## src/rtl/pacc_pkg.sv

```systemverilog
package pacc_pkg;
   localparam int CTRL_W = 7;

   typedef enum logic [1:0] {
      SEL_PRESC    = 2'b00,
      SEL_ACC      = 2'b01,
      SEL_ACC_LO   = 2'b10,
      SEL_ACC_FULL = 2'b11
   } clk_sel_e;

   // packed: first member is the most significant bit (bit 6)
   typedef struct packed {
      logic     evt_ie;
      logic     ovf_ie;
      clk_sel_e clk_sel;
      logic     edge_pol;
      logic     gated;
      logic     run;
   } ctrl_t;
endpackage

```

## src/rtl/pacc_sync.sv

```systemverilog
module pacc_sync #(
   parameter int STAGES = 2
) (
   input  logic clk,
   input  logic rst_n,
   input  logic din,
   output logic lvl,
   output logic rise,
   output logic fall
);
   // sh[STAGES-1:0] is the synchroniser chain, sh[STAGES] the previous level
   logic [STAGES:0] sh;

   if (STAGES < 2) begin : g_bad_stages
      $error("pacc_sync: STAGES must be at least 2");
   end

   always_ff @(posedge clk or negedge rst_n) begin
      if (!rst_n) sh <= '0;
      else        sh <= {sh[STAGES-1:0], din};
   end

   assign lvl  = sh[STAGES-1];
   assign rise =  sh[STAGES-1] & ~sh[STAGES];
   assign fall = ~sh[STAGES-1] &  sh[STAGES];
endmodule

```

## src/rtl/pacc_gate_div.sv

```systemverilog
module pacc_gate_div #(
   parameter int GATE_DIV = 64
) (
   input  logic clk,
   input  logic rst_n,
   input  logic clr,
   output logic tick
);
   if (GATE_DIV < 1) begin : g_bad_div
      $error("pacc_gate_div: GATE_DIV must be positive");
   end

   if (GATE_DIV == 1) begin : g_direct
      assign tick = ~clr;
   end else begin : g_count
      localparam int PW = $clog2(GATE_DIV);
      localparam logic [PW-1:0] LAST = PW'(GATE_DIV - 1);
      logic [PW-1:0] ph;

      always_ff @(posedge clk or negedge rst_n) begin
         if (!rst_n)          ph <= '0;
         else if (clr)        ph <= '0;
         else if (ph == LAST) ph <= '0;
         else                 ph <= ph + 1'b1;
      end

      assign tick = ~clr & (ph == LAST);
   end
endmodule

```

## src/rtl/pacc_clksel.sv

```systemverilog
module pacc_clksel
   import pacc_pkg::*;
#(
   parameter int CNT_W = 16,
   parameter int LO_W  = 8
) (
   input  clk_sel_e         sel,
   input  logic             presc_tick,
   input  logic             inc,
   input  logic [CNT_W-1:0] cnt,
   output logic             tick
);
   if (LO_W < 1 || LO_W >= CNT_W) begin : g_bad_lo
      $error("pacc_clksel: LO_W must lie in 1..CNT_W-1");
   end

   logic lo_carry, full_carry;
   assign lo_carry   = inc & (&cnt[LO_W-1:0]);
   assign full_carry = inc & (&cnt);

   always_comb begin
      unique case (sel)
         SEL_PRESC:  tick = presc_tick;
         SEL_ACC:    tick = inc;
         SEL_ACC_LO: tick = lo_carry;
         default:    tick = full_carry;
      endcase
   end
endmodule

```

## src/rtl/pulse_accum.sv

```systemverilog
module pulse_accum
   import pacc_pkg::*;
#(
   parameter int CNT_W    = 16,
   parameter int GATE_DIV = 64,
   parameter int LO_W     = 8,
   parameter int SYNC_N   = 2
) (
   input  logic              clk,
   input  logic              rst_n,
   input  logic              pin_i,
   input  logic              tick_presc_i,
   input  logic              ctrl_we_i,
   input  logic [CTRL_W-1:0] ctrl_wdata_i,
   input  logic              cnt_we_i,
   input  logic [CNT_W-1:0]  cnt_wdata_i,
   input  logic [1:0]        flag_clr_i,
   output logic [CNT_W-1:0]  cnt_o,
   output logic [CTRL_W-1:0] ctrl_o,
   output logic              ovf_flag_o,
   output logic              evt_flag_o,
   output logic              irq_o,
   output logic              tmr_tick_o
);
   if (CNT_W < 2) begin : g_bad_w
      $error("pulse_accum: CNT_W must be at least 2");
   end

   ctrl_t            ctrl_q;
   logic [CNT_W-1:0] cnt_q;
   logic             ovf_q, evt_q;
   logic             lvl, rise, fall;
   logic             gate_tick;
   logic             act_lvl, cnt_edge, trail_edge;
   logic             acc_tick, inc, wrap, evt_set;

   pacc_sync #(.STAGES(SYNC_N)) u_sync (
      .clk  (clk),
      .rst_n(rst_n),
      .din  (pin_i),
      .lvl  (lvl),
      .rise (rise),
      .fall (fall)
   );

   pacc_gate_div #(.GATE_DIV(GATE_DIV)) u_div (
      .clk  (clk),
      .rst_n(rst_n),
      .clr  (~(ctrl_q.run & ctrl_q.gated)),
      .tick (gate_tick)
   );

   assign act_lvl    = (lvl == ctrl_q.edge_pol);
   assign cnt_edge   = ctrl_q.edge_pol ? rise : fall;
   assign trail_edge = ctrl_q.edge_pol ? fall : rise;

   assign acc_tick = ctrl_q.run &
                     (ctrl_q.gated ? (gate_tick & act_lvl) : cnt_edge);
   assign inc      = acc_tick & ~cnt_we_i;
   assign wrap     = inc & (&cnt_q);
   assign evt_set  = ctrl_q.run & (ctrl_q.gated ? trail_edge : cnt_edge);

   always_ff @(posedge clk or negedge rst_n) begin
      if (!rst_n) begin
         ctrl_q <= '0;
         cnt_q  <= '0;
         ovf_q  <= 1'b0;
         evt_q  <= 1'b0;
      end else begin
         if (ctrl_we_i) ctrl_q <= ctrl_t'(ctrl_wdata_i);
         if (cnt_we_i)  cnt_q  <= cnt_wdata_i;
         else if (inc)  cnt_q  <= cnt_q + 1'b1;
         ovf_q <= wrap    | (ovf_q & ~flag_clr_i[0]);
         evt_q <= evt_set | (evt_q & ~flag_clr_i[1]);
      end
   end

   pacc_clksel #(.CNT_W(CNT_W), .LO_W(LO_W)) u_sel (
      .sel       (ctrl_q.clk_sel),
      .presc_tick(tick_presc_i),
      .inc       (inc),
      .cnt       (cnt_q),
      .tick      (tmr_tick_o)
   );

   assign cnt_o      = cnt_q;
   assign ctrl_o     = ctrl_q;
   assign ovf_flag_o = ovf_q;
   assign evt_flag_o = evt_q;
   assign irq_o      = (ovf_q & ctrl_q.ovf_ie) | (evt_q & ctrl_q.evt_ie);
endmodule

```

## config.mk

```make
export PLATFORM = sky130hd
export DESIGN_NAME = pulse_accum
export DESIGN_NICKNAME = d
export VERILOG_FILES = /design/src/rtl/pacc_pkg.sv /design/src/rtl/pacc_sync.sv /design/src/rtl/pacc_gate_div.sv /design/src/rtl/pacc_clksel.sv /design/src/rtl/pulse_accum.sv
export SDC_FILE = /design/constraint.sdc
export NUM_CORES = 1
export LEC_CHECK = 0
export ABC_CLOCK_PERIOD_IN_PS = 7200
export CORE_UTILIZATION = 25
export DETAILED_ROUTE_END_ITERATION = 16
export PLACE_DENSITY = 0.55
export SYNTH_ARGS = -nofsm -noshare
export SYNTH_HDL_FRONTEND = slang
export SYNTH_SLANG_ARGS = --single-unit
```

## constraint.sdc

```tcl
create_clock -name clk -period 7.2 [get_ports clk]
set_clock_uncertainty 0.15 [all_clocks]
set_input_delay 2.16 -clock clk [delete_from_list [all_inputs] [get_ports clk]]
set_output_delay 2.16 -clock clk [all_outputs]
set_load 0.1 [all_outputs]
```

==> flow_metrics.py <==
metrics = {
    "status": {
        "outcome": "finished clean",
    },
    "yosys": {
        "syn_area_per_cell_um2": 10.34,
        "yosys.area.top_type": "dfrtp_1",
        "syn_nets": 206,
        "yosys-top-cells-area": "dfrtp_1 48%, mux2_2 6.9%, xnor2_1 6.4%",
        "ys_types": 37,
        "ys_seq_elements": 34,
        "synth_edf_count": 0,
        "yosysWarnings": 0,
        "synth_area_mm2": 0.001788,
        "ys_async_sr_fraction_pct": 100.0,
        "yosys.area.top_type_share_pct": 47.59,
        "synth_cells": 173,
        "yosysSeqAreaShare_pct": 47.59,
        "synth_ff_type": "dfrtp_1",
    },
    "sta": {
        "min_period_over_period_pct": 81.99,
        "setup_viol": 0,
        "rsz0062_at_grt": "no",
        "slew_viol_final": 0,
        "period_minus_slack_ns": 5.903,
        "tns_ns": 0,
        "relSlewSlack_pct": 34.95,
        "clock.fmax_ghz": 0.1694,
        "hold_viol": 0,
        "max_slew.worst_pin.slew_ns": 0.9727,
    },
    "clock_tree": {
        "worst_skew_pair.late_latency_ns": 0.28,
        "cts_tree": "yes",
        "numCtsBuffers": 5,
        "clkSinkCount": 34,
        "clk_pin_slew_worst_paths_ns": 0.07,
        "root_buffer": "clkbuf_8",
        "post_cts_buffers": 0,
        "h-tree-depth": 2,
        "cts_max_path_buffers": 2,
        "cts_hold_buffers": 0,
        "cts_resized": 0,
    },
    "critical_path": {
        "crit_required_ns": 4.89,
        "reg2reg_depth": 6,
        "cp_data_arrival_time_ns": 3.59,
        "end_kind": "primary output",
        "cp_max_fo": 26,
        "start_kind": "input port",
        "rrSetupSlack_ns": 4.82,
        "setup.worst_path.class": "in2out",
    },
    "placement": {
        "hpwl_mm": 3.068,
        "place_area_mm2": 0.002459,
        "gp_congestion": 0.7256,
        "port_buffers": 57,
    },
    "worst_hold_path": {
        "min_path_type": "reg2reg",
        "whs_path_depth": 0,
    },
    "final_layout": {
        "fillers": 712,
        "nNetsFinal": 264,
        "design_area_mm2": 0.002550,
        "antenna_cells": 0,
        "seqCellArea_um2": 850.8,
        "area_delta_synth_final_pct": 42.62,
        "drive_above_1_share_pct": 12.93,
        "multi_input_area_um2": 874.6,
    },
    "floorplanning": {
        "start_util_pct": 26.03,
        "die_h_um": 86.57,
        "io_pins": 58,
        "dieWidth_um": 86.57,
        "rows": 30,
        "core_area_mm2": 0.006869,
        "design.die.area_mm2": 0.007494,
    },
    "drt": {
        "ant_nets": 0,
        "drt_wl_total_mm": 4.207,
        "drc": 0,
        "dr.pass1.iters": 4,
        "routedWlPerCell_um": 12.83,
        "vias": 1474,
        "viasPerCell": 4.494,
        "drt_iter0_markers": 55,
    },
    "global_route": {
        "grtUsageTotal_pct": 12.14,
        "grt_overflow": 0,
        "grt_pass1_vias": 1432,
        "grt_pass1_wl_mm": 6.893,
        "grt_start_max_net_pins": 35,
        "antenna_found_initial": 0,
    },
    "power_and_ir_drop": {
        "power.leakage_nw": 0.9764,
        "power_density_mw_per_mm2": 223.9,
        "p_total_mw": 0.5710,
        "ir_worst_vdd_mv": 0.08062,
    },
    "flow_run": {
        "maxCapViolations": 0,
    },
}
cell families (layout without fill, tap and decap cells):
logic type      Yosys count  after routing  share of synthesized area (%)
simple gates             54             54                          14.70
compound gates           36             36                          14.70
flops                    34             34                          47.59
xor+xnor                 20             20                          9.797
buf+inv                  14             73                          3.498
mux                      13             13                          8.327
fa+ha+maj                 2              2                          1.399
registers in the layout, indices dropped and copies added (netlist names):
signal and cells:
u_sync.sh 3, cnt_o 16, evt_flag_o 1, ovf_flag_o 1, ctrl_o 7, u_div.g_count.ph 6
final cells by class:
type,instances,area share (%)
multi-input cells,125,34.30
flip-flops and latches,34,33.37
repair buffers,59,23.16
well taps,96,4.710
clock buffers,7,3.386
inverters,6,0.8832
clock inverters,1,0.1963
power breakdown:
group	switching, mW	internal, mW
registers	0.0191	0.206
clock network	0.0697	0.0772
logic	0.140	0.0592
total	0.228	0.343
worst paths after layout:
check	start	to
worst max-delay path	cnt_we_i	tmr_tick_o
worst min-delay path	u_sync.sh[0]	u_sync.sh[1]
worst max register to register	u_div.g_count.ph[0]	cnt_o[14]
worst min register to register	u_sync.sh[0]	u_sync.sh[1]
max in group asynchronous	rst_n	ctrl_o[4]
min in group asynchronous	rst_n	u_div.g_count.ph[3]
critical path: stages:
cell,delay (ns)
clkdlybuf4s50_1,0.39
buf_4,0.21
inv_1,0.22
a31oi_1,0.12
o22ai_1,0.26
buf_12,0.22
cells in the mapped netlist, types with 2 or more instances:
master,instances
o21ai_1,13
dfrtp_1,34
xnor2_1,13
nor2_1,5
o21ai_0,3
clkbuf_1,4
nand3_1,8
a211oi_1,3
ha_1,2
inv_1,6
a211oi_2,4
o22ai_1,2
mux2_2,11
buf_2,2
nand2_1,26
or3_1,2
a21oi_1,5
xor2_1,7
and3_1,4
nor2b_1,2
layer usage:
layer	global-route usage [%]	up-vias	wire (um)
li1	-	716	-
met1	16.40	717	2011
met2	18.33	37	1904
met3	4.000	4	238
met4	3.939	0	53
met5	0	-	0
through the flow:
step           setup slack (ns)  hold WS, ns  instances  utilization (%)
2_1_floorplan            0.7894       0.1812        173                -
3_3_place_gp              1.298       0.1900        320            35.79
3_5_place_dp              1.302       0.1873        320            35.79
4_1_cts                   1.294       0.2035        328            37.12
5_1_grt                   1.208       0.2079        328            37.12
6_report                  1.297       0.2026        328            37.12
cells in the final DEF (no fill, tap or decap), types with 3 or more instances in the layout:
master,n
a211oi_1,3
a211oi_2,4
a21oi_1,5
and3_1,4
clkbuf_8,6
clkdlybuf4s50_1,55
dfrtp_1,34
inv_1,6
mux2_2,11
nand2_1,26
nand3_1,8
nor2_1,5
o21ai_0,3
o21ai_1,13
xnor2_1,13
xor2_1,7
No activity file was read; power rests on OpenSTA's default activity.
